$ cat config.mk
export PLATFORM = sky130hd
export DESIGN_NAME = acs_sat_unit
export DESIGN_NICKNAME = d
export VERILOG_FILES = /design/src/rtl/acs_sat_pkg.sv /design/src/rtl/acs_edge.sv /design/src/rtl/acs_select.sv /design/src/rtl/acs_sat_unit.sv
export SDC_FILE = /design/constraint.sdc
export NUM_CORES = 1
export LEC_CHECK = 0
export ABC_AREA = 1
export BUFFER_PORTS_ARGS = -buffer_cell sky130_fd_sc_hd__clkbuf_2
export CORE_MARGIN = 2
export CORE_UTILIZATION = 27
export DETAILED_ROUTE_END_ITERATION = 7
export PLACE_DENSITY = 0.52
export SKIP_CTS_REPAIR_TIMING = 1
export SYNTH_ARGS = -nofsm -noshare
export SYNTH_HDL_FRONTEND = slang
export SYNTH_HIERARCHICAL = 1
export SYNTH_SLANG_ARGS = --single-unit
export TNS_END_PERCENT = 1
$ cat constraint.sdc
create_clock -name clk -period 7.42 [get_ports clk]
set_clock_uncertainty 0.2 [all_clocks]
set_input_delay 0.371 -clock clk [delete_from_list [all_inputs] [get_ports clk]]
set_output_delay 0.371 -clock clk [all_outputs]
set_load 0.02 [all_outputs]
$ cat src/rtl/acs_sat_pkg.sv
package acs_sat_pkg;

    localparam int unsigned PM_W   = 16;
    localparam int unsigned CODE_W = 3;
    localparam int unsigned WT_W   = $clog2(CODE_W + 1);
    localparam int unsigned N_EDGE = 2;

    localparam logic [PM_W-1:0] PM_CEIL = {PM_W{1'b1}};

    typedef logic [PM_W-1:0]   metric_t;
    typedef logic [CODE_W-1:0] code_t;
    typedef logic [WT_W-1:0]   weight_t;

    // How the select stage resolves one operation.
    typedef enum logic [1:0] {
        SEL_COMPARE = 2'd0,
        SEL_ONLY_E0 = 2'd1,
        SEL_ONLY_E1 = 2'd2,
        SEL_CEILING = 2'd3
    } sel_mode_t;

    // Per-edge datapath bundle.
    typedef struct packed {
        weight_t weight;
        logic    ovf;
        metric_t sum;
    } edge_res_t;

    // Result of one add-compare-select operation.
    typedef struct packed {
        metric_t metric;
        logic    dec;
        logic    gate;
    } acs_res_t;

    // Hamming distance between two code words.
    function automatic weight_t code_dist(input code_t a, input code_t b);
        weight_t n;
        n = '0;
        for (int i = 0; i < CODE_W; i++) begin
            n = n + weight_t'(a[i] ^ b[i]);
        end
        return n;
    endfunction

    // True when pm + w would exceed the metric range; no adder needed.
    function automatic logic add_would_ovf(input metric_t pm, input weight_t w);
        metric_t headroom;
        headroom = PM_CEIL - pm;
        return headroom < metric_t'(w);
    endfunction

endpackage

$ cat src/rtl/acs_edge.sv
module acs_edge
    import acs_sat_pkg::*;
(
    input  metric_t   pm,
    input  code_t     rx,
    input  code_t     expect_code,
    output edge_res_t res
);
    weight_t w;
    logic    ovf;
    metric_t pm_iso;
    weight_t w_iso;

    always_comb begin
        w      = code_dist(rx, expect_code);
        ovf    = add_would_ovf(pm, w);
        // Operand isolation: a saturating edge keeps its adder inputs quiet.
        pm_iso = ovf ? '0 : pm;
        w_iso  = ovf ? '0 : w;
        res.weight = w;
        res.ovf    = ovf;
        res.sum    = ovf ? PM_CEIL : (pm_iso + metric_t'(w_iso));
    end
endmodule

$ cat src/rtl/acs_select.sv
module acs_select
    import acs_sat_pkg::*;
(
    input  edge_res_t e0,
    input  edge_res_t e1,
    output acs_res_t  res
);
    sel_mode_t mode;
    logic      cmp_en;
    metric_t   cmp_a;
    metric_t   cmp_b;
    logic      e1_less;

    always_comb begin
        unique case ({e1.ovf, e0.ovf})
            2'b00:   mode = SEL_COMPARE;
            2'b10:   mode = SEL_ONLY_E0;
            2'b01:   mode = SEL_ONLY_E1;
            default: mode = SEL_CEILING;
        endcase
        cmp_en  = (mode == SEL_COMPARE);
        // Comparator inputs held at zero when not needed.
        cmp_a   = cmp_en ? e0.sum : '0;
        cmp_b   = cmp_en ? e1.sum : '0;
        e1_less = cmp_b < cmp_a;

        res.gate = cmp_en;
        unique case (mode)
            SEL_COMPARE: begin
                res.metric = e1_less ? e1.sum : e0.sum;
                res.dec    = e1_less;
            end
            SEL_ONLY_E0: begin
                res.metric = e0.sum;
                res.dec    = 1'b0;
            end
            SEL_ONLY_E1: begin
                res.metric = e1.sum;
                res.dec    = 1'b1;
            end
            default: begin
                res.metric = PM_CEIL;
                res.dec    = 1'b0;
            end
        endcase
    end
endmodule

$ cat src/rtl/acs_sat_unit.sv
module acs_sat_unit
    import acs_sat_pkg::*;
(
    input  logic              clk,
    input  logic              rst,
    input  logic              in_valid,
    input  logic [PM_W-1:0]   pm0_in,
    input  logic [PM_W-1:0]   pm1_in,
    input  logic [CODE_W-1:0] rx_code,
    input  logic [CODE_W-1:0] exp0_code,
    input  logic [CODE_W-1:0] exp1_code,
    output logic              out_valid,
    output logic [PM_W-1:0]   out_metric,
    output logic              out_dec,
    output logic              gate_active
);
    metric_t   pm_arr  [N_EDGE];
    code_t     exp_arr [N_EDGE];
    edge_res_t edge_res [N_EDGE];
    acs_res_t  sel_res;
    acs_res_t  res_q;

    assign pm_arr[0]  = pm0_in;
    assign pm_arr[1]  = pm1_in;
    assign exp_arr[0] = exp0_code;
    assign exp_arr[1] = exp1_code;

    for (genvar g = 0; g < N_EDGE; g++) begin : g_edge
        acs_edge u_edge (
            .pm          (pm_arr[g]),
            .rx          (rx_code),
            .expect_code (exp_arr[g]),
            .res         (edge_res[g])
        );
    end

    acs_select u_select (
        .e0  (edge_res[0]),
        .e1  (edge_res[1]),
        .res (sel_res)
    );

    always_ff @(posedge clk) begin
        if (rst) begin
            out_valid <= 1'b0;
            res_q     <= '0;
        end else begin
            out_valid <= in_valid;
            if (in_valid) begin
                res_q <= sel_res;
            end
        end
    end

    assign out_metric  = res_q.metric;
    assign out_dec     = res_q.dec;
    assign gate_active = res_q.gate;

    // both candidates saturating yields the ceiling, edge 0, no compare
    p_both_sat_r6: assert property (@(posedge clk) disable iff (rst)
        (in_valid && edge_res[0].ovf && edge_res[1].ovf)
        |=> (out_metric == PM_CEIL && !out_dec && !gate_active));

    // a lone saturating edge picks the other edge directly
    p_lone_e1_r5: assert property (@(posedge clk) disable iff (rst)
        (in_valid && edge_res[0].ovf && !edge_res[1].ovf)
        |=> (out_dec && !gate_active && out_metric == $past(edge_res[1].sum)));

    p_lone_e0_r5: assert property (@(posedge clk) disable iff (rst)
        (in_valid && !edge_res[0].ovf && edge_res[1].ovf)
        |=> (!out_dec && !gate_active && out_metric == $past(edge_res[0].sum)));

    // unsaturated operations run the compare and keep the minimum
    p_min_r2: assert property (@(posedge clk) disable iff (rst)
        (in_valid && !edge_res[0].ovf && !edge_res[1].ovf)
        |=> (gate_active && out_metric <= $past(edge_res[0].sum)
             && out_metric <= $past(edge_res[1].sum)));

    // equal sums favour edge 0
    p_tie_r3: assert property (@(posedge clk) disable iff (rst)
        (in_valid && !edge_res[0].ovf && !edge_res[1].ovf
         && edge_res[0].sum == edge_res[1].sum)
        |=> !out_dec);

    // one-cycle valid latency and hold while idle
    p_lat_r8: assert property (@(posedge clk) disable iff (rst)
        1'b1 |=> (out_valid == $past(in_valid)));

    p_hold_r8: assert property (@(posedge clk) disable iff (rst)
        (!in_valid && !$past(rst))
        |=> ($stable(out_metric) && $stable(out_dec) && $stable(gate_active)));

    // reset clears the result registers
    p_reset_r9: assert property (@(posedge clk)
        rst |=> (!out_valid && out_metric == '0 && !out_dec && !gate_active));

endmodule

==> results.md <==
- Root Driver: clkbuf_16
- Total gr overflow: 0
- PortBufs: 62
- Die width: 113 um
- Final Max Tran Viols: 0
- IR Drop Worst-Case VDD: 58.1 uV
- R2R Setup Slk: 6640 ps
- Final Wtd Congestion: 0.910
- DR pass1 iterations: 7
- Area Growth Syn to Fin: 12.5%
- Hold Path End: out_valid
- Startpoint Class: input port
- Final Hold Vio Count: 0
- Finished Layout Cells: 753
- FP Rows: 39
- Vias in the first global route: 3,431
- H-tree levels: 1
- Worst-skew pair later-pin latency: 250 ps
- Critical path class: input port to flip-flop
- Initial antenna violation count: 0
- Clock Sinks: 19
- Failing checks: DRC
- Hold WC Path Type: input port to flip-flop
- Max FO, Critical Path: 21
- Post-DP Area: 3540 um2
- Vias: 3,572
- Reg2reg start: out_metric[3]
- CORE AREA: 11,500 um2
- Post-DRT Antenna Nets: 0
- Cell count after synthesis: 564
- Register clock-pin slew on the reported worst setup and hold paths: 50 ps
- First-pass GRT wire length: 15.5 mm
- R2R cell count: 2
- Power per cell area: 134 nW/um2
- Worst path required time: 7410 ps
- Syn Area/Cell: 5.70 um2
- Slew headroom: 0.466
- Critical Path Most Common Cell: nand2_1
- # DRC: 2
- Synthesized Nets: 633
- Vias per cell: 4.74
- Ratio of cells with drive above 1 in the final layout: 0.189
- Largest net degree at the start of global routing: 38
- Routed len/inst: 12.3 um
- Tmin final: 5970 ps
- Hold path depth: 2
- Starting Density: 0.279
- Reg-to-reg endpoint: out_metric[3]
- Area of the die: 12,800 um2
- Peak Freq: 168 MHz
- CTS tree: yes
- Drt total wl: 9.23 mm
- Dpl hpwl: 7.66 mm
- Area of the mapped netlist: 3210 um2
- Setup ws final: 1450 ps
- Height of the chip: 113 um
- IO Pins: 63
- Setup repair after global routing missed its margin: no
- Final setup fails: 0
- Crit end category: flip-flop
- Critical-path cell with the highest stage delay: nor2_2
- Final Cycle Share: 0.805
- # diodes: 0
- Setup TNS: 0 ps
- Number of placed instances, taps included: 749
- Post-route cell area: 3620 um2
- Num CTS Buffers: 3
- Max-cap viol count: 0
- Syn. warnings: 6
- GRT Resource Usage Total: 0.145
- Clock tree buffer depth: 2
- Slowest stage delay, CP: 610 ps
- Pre-CTS WS: 1210 ps
- Status: finished, violations left
- LEAKAGE: 2.08 nW
- # nets final: 680
- Actual slew at the worst max-slew pin: 799 ps
- Hold path startpoint: rst
- Arr. time, crit path: 5960 ps
- Iter 0 DRT Violations: 171
cells in the final DEF, fill, tap and decap left out:
| cell type | count |
|---|---|
| nand2_2 | 14 |
| clkinv_1 | 2 |
| nand3_2 | 4 |
| clkbuf_2 | 62 |
| nand4_1 | 14 |
| nor2_2 | 16 |
| clkbuf_16 | 3 |
| a21oi_1 | 8 |
| ha_1 | 21 |
| o21ai_1 | 2 |
| xnor2_1 | 14 |
| inv_1 | 73 |
| or2_2 | 2 |
| a211oi_1 | 1 |
| xor2_1 | 12 |
| nor4_1 | 1 |
| clkinv_2 | 1 |
| nand2_1 | 174 |
| dfxtp_1 | 19 |
| nand3_4 | 1 |
| o21bai_1 | 1 |
| a221oi_1 | 11 |
| nor2_1 | 87 |
| inv_2 | 10 |
| nor3_1 | 3 |
| o21ai_0 | 10 |
| nor2_4 | 1 |
| nand2_4 | 1 |
| nand3_1 | 35 |
| fa_1 | 4 |
| nand3b_1 | 3 |
layout make-up:
cell class | instances | area [um2]
timing repair buffer | 62 | 310
inverter | 85 | 319
multi-input combinational | 440 | 2350
fill | 1334 | 7900
sequential | 19 | 380
tap | 143 | 179
clock buffer | 3 | 75.1
clock inverter | 1 | 5.00
how the worst max path moves through the flow:
stage,start,endpoint,slack [ps],cells past startpoint
final,rx_code[2],out_metric[8],1450,32
after global routing,rx_code[2],out_metric[7],810,32
after CTS,rx_code[2],out_metric[7],1480,32
after detailed placement,rx_code[2],out_metric[8],1210,32
after global placement,rx_code[2],out_metric[7],1360,32
after floorplan,rx_code[2],out_metric[4],2560,33
layer usage:
metal	GRT usage	share of wire
met1	0.178	0.43
met5	0	0
met3	0.0123	0.037
met2	0.270	0.50
met4	0.0415	0.025
registers in the layout (all words and copies together) (netlist names):
| name | cells |
|---|---|
| out_metric | 16 |
| gate_active | 1 |
| out_dec | 1 |
| out_valid | 1 |
worst max-delay path: cells and delay by family:
kind                     cells  cell delay (ps)
AO/OA/AOI/OAI                3              320
XOR/XNOR                     1              140
adder cells (fa/ha/maj)      4             1370
buffers and inverters        5              930
AND/OR/NAND/NOR             19             2800
stage by stage:
| step | utilization | hold slack (ps) | power [mW] |
|---|---|---|---|
| after global routing | 0.314 | 114 | 0.532 |
| after detailed placement | 0.307 | 266 | 0.375 |
| final | 0.314 | 104 | 0.483 |
| after floorplan | - | 242 | 0.306 |
| after global placement | 0.307 | 260 | 0.372 |
| after CTS | 0.314 | 97.7 | 0.491 |
power breakdown:
part,internal [mW],switching [mW]
Sequential,0.112,0.00470
Combinational,0.0945,0.161
Clock,0.0722,0.0389
(Power assumes the default switching activity.)
